<file path="config.mk">
export PLATFORM = sky130hd
export DESIGN_NAME = baud_rate_gen
export DESIGN_NICKNAME = d
export VERILOG_FILES = /design/src/rtl/baud_pkg.sv /design/src/rtl/baud_cfg_regs.sv /design/src/rtl/baud_core_cnt.sv /design/src/rtl/baud_prescaler.sv /design/src/rtl/baud_rate_gen.sv
export SDC_FILE = /design/constraint.sdc
export NUM_CORES = 1
export LEC_CHECK = 0
export BUFFER_PORTS_ARGS = -buffer_cell sky130_fd_sc_hd__buf_2
export CAP_MARGIN = 15
export CORE_ASPECT_RATIO = 0.6
export CORE_MARGIN = 2
export CORE_UTILIZATION = 30
export CTS_CLUSTER_DIAMETER = 40
export DETAILED_ROUTE_END_ITERATION = 16
export SYNTH_ARGS = -nofsm -noshare
export SYNTH_HDL_FRONTEND = slang
export SYNTH_SLANG_ARGS = --single-unit
</file>
<file path="constraint.sdc">
create_clock -name clk -period 3.4 [get_ports clk]
set_clock_uncertainty 0.05 [all_clocks]
set_input_delay 0.68 -clock clk [delete_from_list [all_inputs] [get_ports clk]]
set_output_delay 0.68 -clock clk [all_outputs]
set_load 0.02 [all_outputs]
</file>
<file path="src/rtl/baud_pkg.sv">
package baud_pkg;
  localparam int BYTE_W = 8;
  localparam int CNT_W  = 2 * BYTE_W;
  localparam int DIV_W  = 7;   // holds prescale factors up to 64

  // Prescale factor chosen by the three mode bits.
  function automatic logic [DIV_W-1:0] prescale_div(input logic sync_m,
                                                     input logic wide_m,
                                                     input logic fast_m);
    if (sync_m)               return DIV_W'(4);
    else if (wide_m && fast_m) return DIV_W'(4);
    else if (wide_m ^ fast_m)  return DIV_W'(16);
    else                       return DIV_W'(64);
  endfunction

  // Effective divisor: narrow mode ignores the high byte.
  function automatic logic [CNT_W-1:0] eff_divisor(input logic wide_m,
                                                    input logic [BYTE_W-1:0] hi,
                                                    input logic [BYTE_W-1:0] lo);
    return wide_m ? {hi, lo} : {{BYTE_W{1'b0}}, lo};
  endfunction
endpackage

</file>
<file path="src/rtl/baud_cfg_regs.sv">
module baud_cfg_regs
  import baud_pkg::*;
#(
  parameter int BW = BYTE_W,
  localparam int CW = 2 * BW
) (
  input  logic             clk,
  input  logic             rst,
  input  logic [BW-1:0]    lo_data,
  input  logic             lo_wr,
  input  logic [BW-1:0]    hi_data,
  input  logic             hi_wr,
  input  logic             sync_in,
  input  logic             wide_in,
  input  logic             fast_in,
  output logic [CW-1:0]    n_cur,
  output logic [CW-1:0]    n_next,
  output logic [DIV_W-1:0] div_cur,
  output logic             restart
);
  logic [BW-1:0] lo_q, hi_q;
  logic [2:0]    mode_q;
  logic [BW-1:0] lo_nx, hi_nx;
  logic          mode_chg;

  assign mode_chg = ({sync_in, wide_in, fast_in} != mode_q);
  assign restart  = !rst && (lo_wr || hi_wr || mode_chg);
  assign lo_nx    = lo_wr ? lo_data : lo_q;
  assign hi_nx    = hi_wr ? hi_data : hi_q;
  assign n_next   = CW'(eff_divisor(wide_in, BYTE_W'(hi_nx), BYTE_W'(lo_nx)));
  assign n_cur    = CW'(eff_divisor(mode_q[1], BYTE_W'(hi_q), BYTE_W'(lo_q)));
  assign div_cur  = prescale_div(mode_q[2], mode_q[1], mode_q[0]);

  always_ff @(posedge clk) begin
    if (rst) begin
      lo_q   <= '0;
      hi_q   <= '0;
      mode_q <= '0;
    end else begin
      lo_q   <= lo_nx;
      hi_q   <= hi_nx;
      mode_q <= {sync_in, wide_in, fast_in};
    end
  end


  mode_tracks_chk: assert property (@(posedge clk) disable iff (rst)
    mode_chg |=> (mode_q == $past({sync_in, wide_in, fast_in})));
endmodule

</file>
<file path="src/rtl/baud_core_cnt.sv">
module baud_core_cnt #(
  parameter int CW = baud_pkg::CNT_W
) (
  input  logic          clk,
  input  logic          rst,
  input  logic          restart,
  input  logic [CW-1:0] n_next,
  input  logic [CW-1:0] n_cur,
  output logic          core_tick
);
  logic [CW-1:0] cnt;

  assign core_tick = !rst && !restart && (cnt == '0);

  always_ff @(posedge clk) begin
    if (rst)            cnt <= '0;
    else if (restart)   cnt <= n_next;
    else if (cnt == '0) cnt <= n_cur;
    else                cnt <= cnt - 1'b1;
  end


  restart_load_chk: assert property (@(posedge clk) disable iff (rst)
    restart |=> (cnt == $past(n_next)));

  cnt_bound_chk: assert property (@(posedge clk) disable iff (rst)
    cnt <= n_cur);

  zero_no_stall_chk: assert property (@(posedge clk) disable iff (rst)
    (n_cur == '0 && $past(n_cur == '0) && !$past(rst) && !restart) |-> core_tick);
endmodule

</file>
<file path="src/rtl/baud_prescaler.sv">
module baud_prescaler #(
  parameter int DW = baud_pkg::DIV_W,
  localparam int PW = DW - 1
) (
  input  logic          clk,
  input  logic          rst,
  input  logic          restart,
  input  logic          core_tick,
  input  logic [DW-1:0] div_cur,
  output logic          bit_tick
);
  logic [PW-1:0] pcnt;
  logic          last;

  assign last     = ({1'b0, pcnt} == div_cur - 1'b1);
  assign bit_tick = core_tick && last;

  always_ff @(posedge clk) begin
    if (rst || restart)  pcnt <= '0;
    else if (core_tick)  pcnt <= last ? '0 : pcnt + 1'b1;
  end


  bit_in_base_chk: assert property (@(posedge clk) disable iff (rst)
    bit_tick |-> core_tick);

  bit_single_chk: assert property (@(posedge clk) disable iff (rst)
    bit_tick |=> !bit_tick);

  pre_clear_chk: assert property (@(posedge clk) disable iff (rst)
    restart |=> (pcnt == '0));
endmodule

</file>
<file path="src/rtl/baud_rate_gen.sv">
module baud_rate_gen
  import baud_pkg::*;
(
  input  logic              clk,
  input  logic              rst,
  input  logic [BYTE_W-1:0] div_lo_data,
  input  logic              div_lo_wr,
  input  logic [BYTE_W-1:0] div_hi_data,
  input  logic              div_hi_wr,
  input  logic              mode_sync,
  input  logic              mode_wide,
  input  logic              mode_fast,
  output logic              base_tick,
  output logic              bit_tick
);
  logic [CNT_W-1:0] n_cur, n_next;
  logic [DIV_W-1:0] div_cur;
  logic             restart;

  baud_cfg_regs #(.BW(BYTE_W)) u_cfg (
    .clk(clk), .rst(rst),
    .lo_data(div_lo_data), .lo_wr(div_lo_wr),
    .hi_data(div_hi_data), .hi_wr(div_hi_wr),
    .sync_in(mode_sync), .wide_in(mode_wide), .fast_in(mode_fast),
    .n_cur(n_cur), .n_next(n_next), .div_cur(div_cur), .restart(restart)
  );

  baud_core_cnt #(.CW(CNT_W)) u_cnt (
    .clk(clk), .rst(rst), .restart(restart),
    .n_next(n_next), .n_cur(n_cur), .core_tick(base_tick)
  );

  baud_prescaler #(.DW(DIV_W)) u_pre (
    .clk(clk), .rst(rst), .restart(restart),
    .core_tick(base_tick), .div_cur(div_cur), .bit_tick(bit_tick)
  );


  reset_quiet_chk: assert property (@(posedge clk)
    rst |-> (!base_tick && !bit_tick));
endmodule

</file>
==> flow_summary.toml, run 1 <==
[floorplan]
placeableCoreArea_um2 = 6760
start_util_pct = 31.3
std_cell_rows = 23
top_level_ports = 25
floorplan.die.width_um = 112
floorplan.die_area_um2 = 7770
floorplan.die.height_um = 69.1

[clocking]
cts-hold-fix-buffers = 0
number_of_setup_buffers_added_after_cts = 0
root_buffer = "sky130_fd_sc_hd__clkbuf_16"
clockBufferDepth = 2
cts.sinks = 41
cts_tree = "done"
worst_setup_hold_path_clk_slew_ns = 0.06
cts_max_level = 2
ctsResizeCount = 0
cts_inserted_buffers = 5
clk_latency_ns = 0.28

[layout]
fraction_of_layout_instances_using_a_drive_strength_above_1_pct = 15.3
antenna_cells_inserted = 0
flow.area_growth_from_synthesis_pct = 19.0
finish.net_count = 303
fill_cells = 701

[yosys]
synthCells = 248
commonest_cells_in_the_synthesized_netlist = "sky130_fd_sc_hd__dfxtp_1 (41), sky130_fd_sc_hd__nor2_1 (32), sky130_fd_sc_hd__nand2_1 (26)"
ys_seq_area_share_pct = 38.7
synth_top_area_cell = "sky130_fd_sc_hd__dfxtp_1"
yosys_most_used_dff = "sky130_fd_sc_hd__dfxtp_1"
yosys-top-cells-area = "sky130_fd_sc_hd__dfxtp_1 (39%), sky130_fd_sc_hd__mux2i_1 (9.9%), sky130_fd_sc_hd__nor2_1 (5.7%)"
ys_seq_elements = 41
synth_nets = 277
synth_async_sr_flop_share_pct = 0
synth.yosys.warnings = 0
synth.most_common_cell = "sky130_fd_sc_hd__dfxtp_1"
avgSynthCellArea_um2 = 8.54
synth_enable_flop_cells = 0
netlist_area_um2 = 2120
post_synth_num_cell_types = 46
synthDominantCellAreaShare_pct = 38.7

[setup_path]
end_kind = "primary output"
path_delay_family = "adder cells"
path_max_fanout = 9
cp_num_cells = 10
worst-endpoint-arrival_ns = 2.23
slowest_stage = "sky130_fd_sc_hd__dfxtp_1"
critPathRequiredTime_ns = 2.67
path_buf_inv = 3
timing.setup.critical_path_class = "flip-flop to primary output"
crit_top_cell = "sky130_fd_sc_hd__ha_1"
cp-start-kind = "flip-flop"
critical_path.cell_chain = "inv_1 -> ha_1 -> nand2b_1 -> ha_1 -> xor2_1 -> nand2_1 -> nor3_1 -> buf_4 -> and3_1 -> buf_2"
ff2ff_path_depth = 7
slowest_delay_ns = 0.36

[timing]
timing.setup.tns_ns = 0
worst_pin_slew_ns = 0.788
count_of_final_setup_violators = 0
hold_ws_ns = 0.430
worst_max_slew_margin_expressed_relative_to_the_limit_pct = 46.8
grt_setup_unrepaired = "no"
finalCritPeriodShare_pct = 87.2
fmax_ghz = 0.337
report.final.hold_viol_count = 0
layout_min_cycle_time_ns = 2.96
final-max-slew-violation-count = 0

[power_and_ir_drop]
leakage_uw = 0.00109
peakVddDrop_v = 0.000233
power_density_nw_per_um2 = 518

[global_route]
initial_antenna_violation_count = 0
grt_start_max_net_pins = 24
via_count_of_the_first_global_routing_pass = 1704
gr-usage-all-layers_pct = 13.5
wire_length_of_the_first_global_routing_pass_um = 8550
grt_overflow_total = 0

[drt]
average_wire_per_standard_cell_um = 14.0
totalWireLength_um = 5050
viasPerCell = 4.98
drt_first_iter_violations = 77
route.vias.total = 1803
drt_pass1_iterations = 4
ant_nets = 0
remaining_drc_errors = 0

[place]
finalWeightedCongestion = 0.808
port-buffer-count = 24
place.detailed.hpwl_um = 3680

[job]
maxCapViolations = 0

[status]
run_status = "complete, no violations"

[hold_path]
timing.hold.worst.class = "flip-flop to flip-flop"
holdPathStages = 2
per-stage QoR:
stage | util (%) | instances | area [µm²] | setup WS, ns | power [µW]
3_3_place_gp | 34.7 | 354 | 2340 | 0.716 | 755
5_1_grt | 37.3 | 362 | 2520 | 0.250 | 1370
2_1_floorplan | - | 248 | 2120 | 0.236 | 698
6_report | 37.3 | 362 | 2520 | 0.435 | 1310
4_1_cts | 37.3 | 362 | 2520 | 0.438 | 1320
3_5_place_dp | 34.7 | 354 | 2340 | 0.702 | 758
metal layers:
layer / up-vias / GRT usage (%) / share of wire (%)
met4: 0 / 2.44 / 0.46
met1: 836 / 21.2 / 54
li1: 928 / - / -
met3: 3 / 3.43 / 5.8
met5: - / 0 / 0
met2: 36 / 18.5 / 40
worst register-to-register path, cell delays in order, from the launching register on:
cell	delay, ns
sky130_fd_sc_hd__dfxtp_1	0.33
sky130_fd_sc_hd__inv_1	0.11
sky130_fd_sc_hd__ha_1	0.19
sky130_fd_sc_hd__or4b_1	0.60
sky130_fd_sc_hd__or2_0	0.31
sky130_fd_sc_hd__buf_4	0.24
sky130_fd_sc_hd__or4_1	0.53
sky130_fd_sc_hd__a21oi_1	0.14
state kept, by name (all words and copies together) (netlist names):
register      cells
u_cfg.hi_q        8
u_pre.pcnt        6
u_cfg.mode_q      3
u_cnt.cnt        16
u_cfg.lo_q        8
cell usage in the layout, fill, tap and decap left out, types with 5 or more instances in the layout:
cell type | netlist | layout
sky130_fd_sc_hd__o21ai_1 | 6 | 6
sky130_fd_sc_hd__a21oi_1 | 17 | 17
sky130_fd_sc_hd__nor3_1 | 7 | 7
sky130_fd_sc_hd__inv_1 | 6 | 6
sky130_fd_sc_hd__ha_1 | 6 | 6
sky130_fd_sc_hd__nor2_1 | 32 | 32
sky130_fd_sc_hd__xor2_1 | 5 | 5
sky130_fd_sc_hd__nand2_1 | 26 | 26
sky130_fd_sc_hd__mux2i_1 | 21 | 21
sky130_fd_sc_hd__o31ai_1 | 6 | 6
sky130_fd_sc_hd__dfxtp_1 | 41 | 41
sky130_fd_sc_hd__o21ai_0 | 10 | 10
sky130_fd_sc_hd__xnor2_1 | 9 | 9
sky130_fd_sc_hd__buf_4 | 0 | 7
sky130_fd_sc_hd__clkbuf_16 | 0 | 5
sky130_fd_sc_hd__buf_2 | 2 | 24
where the power goes:
group	switching, µW	leakage, µW	internal (µW)	total (µW)
Combinational	126	0.000669	94.6	221
Sequential	21.6	0.000337	505	527
Clock	194	0.0000831	366	560
worst paths after layout:
| check | endpoint | start | slack [ns] |
|---|---|---|---|
| max | bit_tick | u_cfg.mode_q[1] | 0.44 |
| min | u_pre.pcnt[1] | u_pre.pcnt[1] | 0.43 |
| max reg2reg | u_pre.pcnt[5] | u_cnt.cnt[0] | 0.84 |
| min reg2reg | u_pre.pcnt[1] | u_pre.pcnt[1] | 0.43 |
cells by family (layout without fill, tap and decap cells):
kind of cell | Yosys count | count (layout) | synth area share, %
buf+inv | 18 | 45 | 3.66
flops | 41 | 41 | 38.7
compound gates | 52 | 52 | 15.2
simple gates | 96 | 96 | 23.2
xor+xnor | 14 | 14 | 5.79
mux | 21 | 21 | 9.92
fa+ha+maj | 6 | 6 | 3.54
layout make-up:
type,count,area [µm²],area share [%]
Clock buffer,6,139,5.51
Clock inverter,2,37.5,1.49
Inverter,6,22.5,0.893
Multi-Input combinational cell,189,1220,48.4
Sequential cell,41,821,32.6
Tap cell,87,109,4.32
Timing Repair Buffer,31,173,6.85
Note: power is estimated with default switching activity, not from simulation.
==> run 2: changes to the inputs <==
--- a/config.mk
+++ b/config.mk
@@ -8,7 +8,6 @@
 export BUFFER_PORTS_ARGS = -buffer_cell sky130_fd_sc_hd__buf_2
 export CAP_MARGIN = 15
 export CORE_ASPECT_RATIO = 0.6
-export CORE_MARGIN = 2
 export CORE_UTILIZATION = 30
 export CTS_CLUSTER_DIAMETER = 40
 export DETAILED_ROUTE_END_ITERATION = 16
==> flow_summary.toml, run 2 (synthesis gave the netlist of run 1 again) <==
[setup_path]
slowest_stage = "sky130_fd_sc_hd__or4b_1"
slowest_delay_ns = 0.60
timing.setup.critical_path_class = "flip-flop to primary output"
cp-start-kind = "flip-flop"
path_max_fanout = 9
regToRegSetupSlack_ns = 0.89
end_kind = "primary output"
r2r_start = "u_cnt.cnt[0]"
regToRegEndpoint = "u_pre.pcnt[5]"
worst-endpoint-arrival_ns = 2.27
critPathRequiredTime_ns = 2.67
critical_path.cell_chain = "inv_1 -> ha_1 -> or4b_1 -> or2_0 -> nor2_1 -> buf_2"
ff2ff_path_depth = 6

[floorplan]
std_cell_rows = 23
start_util_pct = 31.3
top_level_ports = 25
floorplan.die.width_um = 110
placeableCoreArea_um2 = 6760
floorplan.die.height_um = 67.1
floorplan.die_area_um2 = 7410

[power_and_ir_drop]
power_density_nw_per_um2 = 515
share_of_power_burned_in_combinational_logic_pct = 16.9
leakage_uw = 0.00109
p_sw_share_pct = 25.7
pwr-share-clk_pct = 42.6
internal-power_uw = 967
p_switching_uw = 334
p_seq_share_pct = 40.5
peakVddDrop_v = 0.000173

[job]
maxCapViolations = 0

[timing]
layout_min_cycle_time_ns = 3.00
grt_setup_unrepaired = "no"
post-route-worst-setup-slack_ns = 0.400
final-max-slew-violation-count = 0
fmax_ghz = 0.333
count_of_final_setup_violators = 0
worst_max_slew_margin_expressed_relative_to_the_limit_pct = 49.2
worst_pin_slew_ns = 0.753
timing.setup.tns_ns = 0
finalCritPeriodShare_pct = 88.2
report.final.hold_viol_count = 0

[global_route]
initial_antenna_violation_count = 0
gr-usage-all-layers_pct = 14.9
via_count_of_the_first_global_routing_pass = 1771
grt_overflow_total = 0
wire_length_of_the_first_global_routing_pass_um = 8710
grt_start_max_net_pins = 21

[clocking]
worst_setup_hold_path_clk_slew_ns = 0.06
root_buffer = "sky130_fd_sc_hd__clkbuf_16"
cts-hold-fix-buffers = 0
clk_latency_ns = 0.28
cts.sinks = 41
cts_tree = "done"
number_of_setup_buffers_added_after_cts = 0
ctsResizeCount = 0
cts_max_level = 2
clockBufferDepth = 2
cts_inserted_buffers = 5

[place]
finalWeightedCongestion = 0.831
place.detailed.hpwl_um = 3650
pre_cts_ws_ns = 0.705
port-buffer-count = 24

[layout]
final_common_cell = "sky130_fd_sc_hd__dfxtp_1"
registers.top_by_ff_count = "u_cnt.cnt"
top_regs = "u_cnt.cnt x16, u_cfg.hi_q x8, u_cfg.lo_q x8"
largest_register_ff_count = 16
fraction_of_layout_instances_using_a_drive_strength_above_1_pct = 15.2
flow.area_growth_from_synthesis_pct = 19.2
most-common-layout-cells = "sky130_fd_sc_hd__dfxtp_1 (41), sky130_fd_sc_hd__nor2_1 (32), sky130_fd_sc_hd__nand2_1 (26)"
finish.net_count = 304
antenna_cells_inserted = 0
fill_cells = 684

[hold_path]
min_from = "u_pre.pcnt[1]"
timing.hold.worst.class = "flip-flop to flip-flop"
holdPathStages = 2
end_of_the_worst_hold_path = "u_pre.pcnt[1]"

[drt]
average_wire_per_standard_cell_um = 13.8
remaining_drc_errors = 0
drt_pass1_iterations = 4
totalWireLength_um = 5010
route.vias.total = 1831
ant_nets = 0
viasPerCell = 5.04
drt_first_iter_violations = 89

[status]
run_status = "complete, no violations"
[run 2: critical path: cells and delay by family, from the launching register on]
family	cells	cell delay, ns
flip-flops	1	0.34
AND/OR/NAND/NOR	3	1.18
adder cells (fa/ha/maj)	1	0.19
buffers and inverters	2	0.28
[run 2: metal layers]
layer	global-route usage, %	vias up	part of all wire [%]
met5	0	-	0
met4	5.00	0	1.1
met3	3.28	5	5.1
met2	21.3	38	38
met1	21.8	856	55
li1	-	932	-
[run 2: per-stage QoR]
step,hold slack (ns),area (µm²),std cells,total power [µW],util [%]
after floorplan,0.394,2120,248,698,-
after global placement,0.410,2350,355,753,34.8
after detailed placement,0.419,2350,355,757,34.8
after CTS,0.429,2520,363,1310,37.3
after global routing,0.470,2520,363,1370,37.3
final,0.430,2520,363,1300,37.3
[run 2: area by class of cell]
cell class | count | area, µm² | share of cell area [%]
Clock buffer | 7 | 143 | 5.65
Sequential cell | 41 | 821 | 32.5
Timing Repair Buffer | 32 | 180 | 7.14
Inverter | 6 | 22.5 | 0.892
Multi-Input combinational cell | 189 | 1220 | 48.3
Clock inverter | 1 | 30.0 | 1.19
Tap cell | 87 | 109 | 4.31
[run 2: power by group through the flow]
stage / registers (µW) / logic, µW / clock network, µW
6_report: 527 / 220 / 554
5_1_grt: 531 / 249 / 587
4_1_cts: 527 / 221 / 567
3_5_place_dp: 537 / 220 / 0
3_3_place_gp: 536 / 217 / 0
2_1_floorplan: 531 / 167 / 0
[run 2: worst max-delay path by stage]
stage / startpoint / endpoint
floorplan: div_hi_wr / base_tick
global placement: u_cnt.cnt[0] / base_tick
detailed placement: u_cnt.cnt[0] / base_tick
CTS: u_cnt.cnt[0] / base_tick
global route: u_cfg.mode_q[1] / bit_tick
finish: u_cnt.cnt[0] / base_tick
